--- src/rtl/awd_pkg.sv ---
package awd_pkg;
   localparam int unsigned AWD_NWIN  = 4;
   localparam int unsigned AWD_NCS   = AWD_NWIN + 1;
   localparam int unsigned AWD_SEL_W = $clog2(AWD_NCS);
   typedef logic [AWD_SEL_W-1:0] awd_sel_t;
endpackage

--- src/rtl/awd_window_match.sv ---
module awd_window_match #(
   parameter int unsigned ADDR_W = 24,
   parameter int unsigned SZ_W   = 5
) (
   input  logic [ADDR_W-1:0] addr,
   input  logic [ADDR_W-1:0] base,
   input  logic [SZ_W-1:0]   size_log2,
   input  logic              en,
   output logic              hit
);
   logic [ADDR_W-1:0] keep_mask;

   always_comb begin
      for (int b = 0; b < ADDR_W; b++) begin
         keep_mask[b] = (b >= int'(size_log2));
      end
      hit = en && (((addr ^ base) & keep_mask) == '0);
   end
endmodule

--- src/rtl/awd_pair_pick.sv ---
module awd_pair_pick
   import awd_pkg::*;
#(
   parameter int unsigned LO_IDX = 1,
   parameter int unsigned HI_IDX = 2
) (
   input  logic     hit_lo,
   input  logic     hit_hi,
   output logic     any_hit,
   output awd_sel_t sel
);
   always_comb begin
      any_hit = hit_lo | hit_hi;
      if (hit_hi)      sel = awd_sel_t'(HI_IDX);
      else if (hit_lo) sel = awd_sel_t'(LO_IDX);
      else             sel = '0;
   end
endmodule

--- src/rtl/awd_cs_onehot.sv ---
module awd_cs_onehot
   import awd_pkg::*;
(
   input  awd_sel_t             sel,
   input  logic                 active,
   output logic [AWD_NCS-1:0]   cs_n
);
   for (genvar i = 0; i < AWD_NCS; i++) begin : g_cs
      assign cs_n[i] = !(active && (sel == awd_sel_t'(i)));
   end
endmodule

--- src/rtl/awd_decoder.sv ---
module awd_decoder
   import awd_pkg::*;
#(
   parameter int unsigned ADDR_W  = 24,
   parameter bit          REG_OUT = 1'b0,
   localparam int unsigned SZ_W   = $clog2(ADDR_W + 1)
) (
   input  logic                             clk,
   input  logic                             rst_n,
   input  logic [ADDR_W-1:0]                addr,
   input  logic [AWD_NWIN-1:0]              win_en,
   input  logic [AWD_NWIN-1:0][ADDR_W-1:0]  win_base,
   input  logic [AWD_NWIN-1:0][SZ_W-1:0]    win_size,
   output logic [AWD_SEL_W-1:0]             cfg_sel,
   output logic [AWD_NCS-1:0]               cs_n
);
   localparam int unsigned NPAIR = AWD_NWIN / 2;

   if (ADDR_W < 2 || ADDR_W > 64) begin : g_bad_addr_w
      $error("awd_decoder: ADDR_W must lie in 2..64");
   end
   if (AWD_NWIN != 4) begin : g_bad_nwin
      $error("awd_decoder: pairwise hierarchy needs exactly four windows");
   end

   logic [AWD_NWIN-1:0] hit;
   logic [NPAIR-1:0]    pair_any;
   awd_sel_t            pair_sel [NPAIR];
   awd_sel_t            comb_sel;
   awd_sel_t            out_sel;
   logic                out_act;

   // one comparator per window
   for (genvar w = 0; w < AWD_NWIN; w++) begin : g_win
      awd_window_match #(.ADDR_W(ADDR_W), .SZ_W(SZ_W)) u_match (
         .addr      (addr),
         .base      (win_base[w]),
         .size_log2 (win_size[w]),
         .en        (win_en[w]),
         .hit       (hit[w])
      );
   end

   // in-pair resolution: higher-numbered window of each pair wins
   for (genvar p = 0; p < NPAIR; p++) begin : g_pair
      awd_pair_pick #(.LO_IDX(2*p + 1), .HI_IDX(2*p + 2)) u_pick (
         .hit_lo  (hit[2*p]),
         .hit_hi  (hit[2*p + 1]),
         .any_hit (pair_any[p]),
         .sel     (pair_sel[p])
      );
   end

   // cross-pair resolution: upper pair over lower pair, else default set
   always_comb begin
      if (pair_any[1])      comb_sel = pair_sel[1];
      else if (pair_any[0]) comb_sel = pair_sel[0];
      else                  comb_sel = '0;
   end

   if (REG_OUT) begin : g_reg
      always_ff @(posedge clk or negedge rst_n) begin
         if (!rst_n) begin
            out_sel <= '0;
            out_act <= 1'b0;
         end else begin
            out_sel <= comb_sel;
            out_act <= 1'b1;
         end
      end

      AST_REG_ONE_CYCLE: assert property (@(posedge clk) disable iff (!rst_n)
         $past(rst_n) |-> (cfg_sel == $past(comb_sel)) && !cs_n[$past(comb_sel)])
         else $error("registered output does not match previous decode");
   end else begin : g_comb
      assign out_sel = comb_sel;
      assign out_act = 1'b1;
   end

   awd_cs_onehot u_cs (
      .sel    (out_sel),
      .active (out_act),
      .cs_n   (cs_n)
   );

   assign cfg_sel = out_sel;

   AST_SEL_RANGE: assert property (@(posedge clk) disable iff (!rst_n)
      cfg_sel <= awd_sel_t'(AWD_NWIN))
      else $error("cfg_sel out of range");
   AST_CS_ONEHOT: assert property (@(posedge clk) disable iff (!rst_n)
      $onehot0(~cs_n))
      else $error("more than one chip select low");
   AST_CS_AGREES: assert property (@(posedge clk) disable iff (!rst_n)
      (cs_n != '1) |-> !cs_n[cfg_sel])
      else $error("chip select disagrees with cfg_sel");
   AST_W4_OVER_W3: assert property (@(posedge clk) disable iff (!rst_n)
      hit[3] |-> comb_sel == awd_sel_t'(4))
      else $error("window 4 lost");
   AST_W2_OVER_W1: assert property (@(posedge clk) disable iff (!rst_n)
      (hit[1] && !hit[2] && !hit[3]) |-> comb_sel == awd_sel_t'(2))
      else $error("window 2 lost");
   AST_UPPER_PAIR: assert property (@(posedge clk) disable iff (!rst_n)
      (hit[2] || hit[3]) |-> comb_sel >= awd_sel_t'(3))
      else $error("lower pair beat upper pair");
   AST_DEFAULT_SET: assert property (@(posedge clk) disable iff (!rst_n)
      (hit == '0) |-> comb_sel == '0)
      else $error("unmatched address not routed to default");
   for (genvar w = 0; w < AWD_NWIN; w++) begin : g_dis_chk
      AST_DISABLED_QUIET: assert property (@(posedge clk) disable iff (!rst_n)
         !win_en[w] |-> comb_sel != awd_sel_t'(w + 1))
         else $error("disabled window selected");
   end
endmodule

--- config.mk ---
export PLATFORM = sky130hd
export DESIGN_NAME = awd_decoder
export DESIGN_NICKNAME = d
export VERILOG_FILES = /design/src/rtl/awd_pkg.sv /design/src/rtl/awd_window_match.sv /design/src/rtl/awd_pair_pick.sv /design/src/rtl/awd_cs_onehot.sv /design/src/rtl/awd_decoder.sv
export SDC_FILE = /design/constraint.sdc
export NUM_CORES = 1
export LEC_CHECK = 0
export ABC_AREA = 1
export BUFFER_PORTS_ARGS = -buffer_cell sky130_fd_sc_hd__buf_2
export CAP_MARGIN = 20
export CORE_MARGIN = 5
export CORE_UTILIZATION = 40
export DETAILED_ROUTE_END_ITERATION = 10
export GPL_ROUTABILITY_DRIVEN = 0
export PLACE_DENSITY = 0.87
export SETUP_SLACK_MARGIN = 0.3
export SLEW_MARGIN = 20
export SYNTH_ARGS = -nofsm -noshare
export SYNTH_HDL_FRONTEND = slang
export SYNTH_HIERARCHICAL = 1
export SYNTH_SLANG_ARGS = --single-unit
export TNS_END_PERCENT = 100
--- constraint.sdc ---
create_clock -name vclk -period 2.5
set_input_delay 0.625 -clock vclk [all_inputs]
set_output_delay 0.625 -clock vclk [all_outputs]
set_load 0.02 [all_outputs]
==> results.py <==
metrics = {
    "outcome": {
        "status": "complete, but fails checks",
        "violations": "negative setup slack",
    },
    "worst_hold_path": {
        "hp-class": "primary input to primary output",
        "hold_path_depth": 10,
    },
    "timing": {
        "period_share_pct": 116,
        "fmax_mhz": 344,
        "maxSlewViolCount": 0,
        "worst_slack_ns": -0.406,
        "rsz0062_at_grt": "true",
        "tns_ns": -2.39,
        "setup_viol": 8,
        "period_minus_slack_ns": 2.91,
        "hold_viol": 0,
    },
    "detailed_routing": {
        "wirelength_um": 12100,
        "post_drt_wl_per_cell_um": 13.5,
        "vias_per_cell": 4.83,
        "postRouteAntennaNets": 0,
        "drt_iter0_drc": 166,
        "dr.pass1.iters": 4,
        "drc": 0,
        "vias": 4350,
    },
    "grt": {
        "grt_pass1_wl_um": 17600,
        "first_global_vias": 3807,
        "antenna_found_initial": 0,
        "grt_use_total_pct": 25.0,
        "grt_max_degree": 12,
        "grt_remaining_overflow": 0,
    },
    "worst_setup_path": {
        "cp_top_family": "simple AND/OR/NAND/NOR gates",
        "path_cells": "buf_12, buf_4, xnor2_2, nand2_1, nand2_1, nand2_1, nor2_2, nand2_2, nor2_4, inv_2, nand2_4, inv_4, nand3_4, nand2_4, nor2_4, nand2_4, buf_6",
        "worst_ep_required_time_ns": 1.88,
        "slowest_delay_ns": 0.19,
        "critPathCaptureType": "primary output",
        "timing_worst_setup_path_type": "primary input to primary output",
        "cp_max_fo": 5,
        "critPathLaunchType": "primary input",
        "slowest_stage": "nor2_4",
        "cp_num_buf_inv": 5,
        "worstSetupPathDepth": 17,
        "cp.arrival_ns": 2.28,
    },
    "yosys": {
        "synth_top_area_share_pct": 35.0,
        "synthCells": 628,
        "mappedNetlistArea_um2": 2820,
        "syn-mean-instance-area_um2": 4.50,
        "synth_area_leaders": "nand2_1 (35%), nor2_1 (13%), nand3_1 (12%)",
        "yosys_warnings": 6,
        "ys_seq_area_share_pct": 0,
        "yosysTopAreaCell": "nand2_1",
        "yosysUniqueCellTypes": 16,
    },
    "placement": {
        "port_buffers": 152,
        "hpwl_um": 9410,
        "dp_worst_setup_slack_ns": -0.528,
        "dp.cells": 891,
        "placed_area_um2": 4040,
    },
    "floorplan": {
        "rows": 30,
        "chipWidth_um": 94.0,
        "die_area_um2": 8840,
        "start_util_pct": 41.3,
        "die_height_um": 94.0,
        "core-area_um2": 6830,
        "ios": 154,
    },
    "power_and_ir_drop": {
        "leakagePower_nw": 2.77,
        "powerDensity_nw_per_um2": 164,
        "ir_worst_vdd_mv": 0.0919,
    },
    "final_layout": {
        "utilization_pct": 68.6,
        "fin_area_um2": 4690,
        "area_growth_pct": 66.0,
        "fin_cells": 900,
        "fillers": 641,
        "layout_common_cells": "nand2_1 (229), buf_2 (104), nor2_1 (77), inv_1 (71), nand3_1 (56)",
        "n_clock_buffer": 0,
        "ff_latch_area_um2": 0,
        "nFlopsAndLatches": 0,
        "layout_commonest_cell": "nand2_1",
        "insertedDiodeCount": 0,
        "final_nets": 952,
        "drive_gt1_share_pct": 36.7,
    },
    "clock_network": {
        "cts-hold-fix-buffers": 0,
    },
    "job": {
        "cap_violations": 0,
    },
}
## power breakdown
group	leakage (nW)	internal, mW	switching (mW)	total (mW)
clock	0	0	0	0
combinational	2.77	0.372	0.399	0.771
sequential	0	0	0	0
total	2.77	0.372	0.399	0.771
## per-layer routing
metal  wire [um]  global-route usage, %  up-vias
met1        4850                   32.6     1869
li1            -                      -     2246
met2        5790                   44.4      205
met3        1080                   1.92       30
met4         429                   5.54        0
met5           0                      0        -
## stage by stage
step | hold WS [ns] | total power [mW]
after global placement | 2.03 | 0.633
final | 2.01 | 0.771
after global routing | 2.10 | 0.851
after CTS | 2.05 | 0.707
after detailed placement | 2.05 | 0.643
after floorplan | 1.72 | 0.381
## cell type report
cell class	instances	area [um2]	area share, %
Inverter	90	370	7.90
Multi-Input combinational cell	519	2700	57.5
Tap cell	96	120	2.56
Timing Repair Buffer	195	1500	32.0
## cells in the mapped netlist
master and count:
inv_2 5, nor2_1 99, xor2_1 24, nor2_4 1
nor2_2 2, or2_2 4, buf_4 16, nand4_1 12
nand2_1 263, a21oi_1 8, o21ai_0 12, buf_2 4
nand3_1 67, conb_1 2, inv_1 85, xnor2_1 24
## timing repair
action,CTS,global route
buffers inserted,4,5
pin swaps,27,26
endpoints found under the setup margin,8,8
resized for setup,105,77
## cell families after synthesis
group / after synthesis / synth area share, %
AOI/OAI and AO/OA: 20 / 3.54
xor gates and xnor gates: 48 / 14.9
buffers and inverters: 110 / 16.9
other: 2 / 0.266
and+or+nand+nor: 448 / 64.4
## path summary, 6_finish.rpt
| kind | start | to |
|---|---|---|
| worst min-delay path | win_en[0] | cfg_sel[0] |
| worst max-delay path | addr[17] | cs_n[0] |
Power figures use the tool's default switching activity.
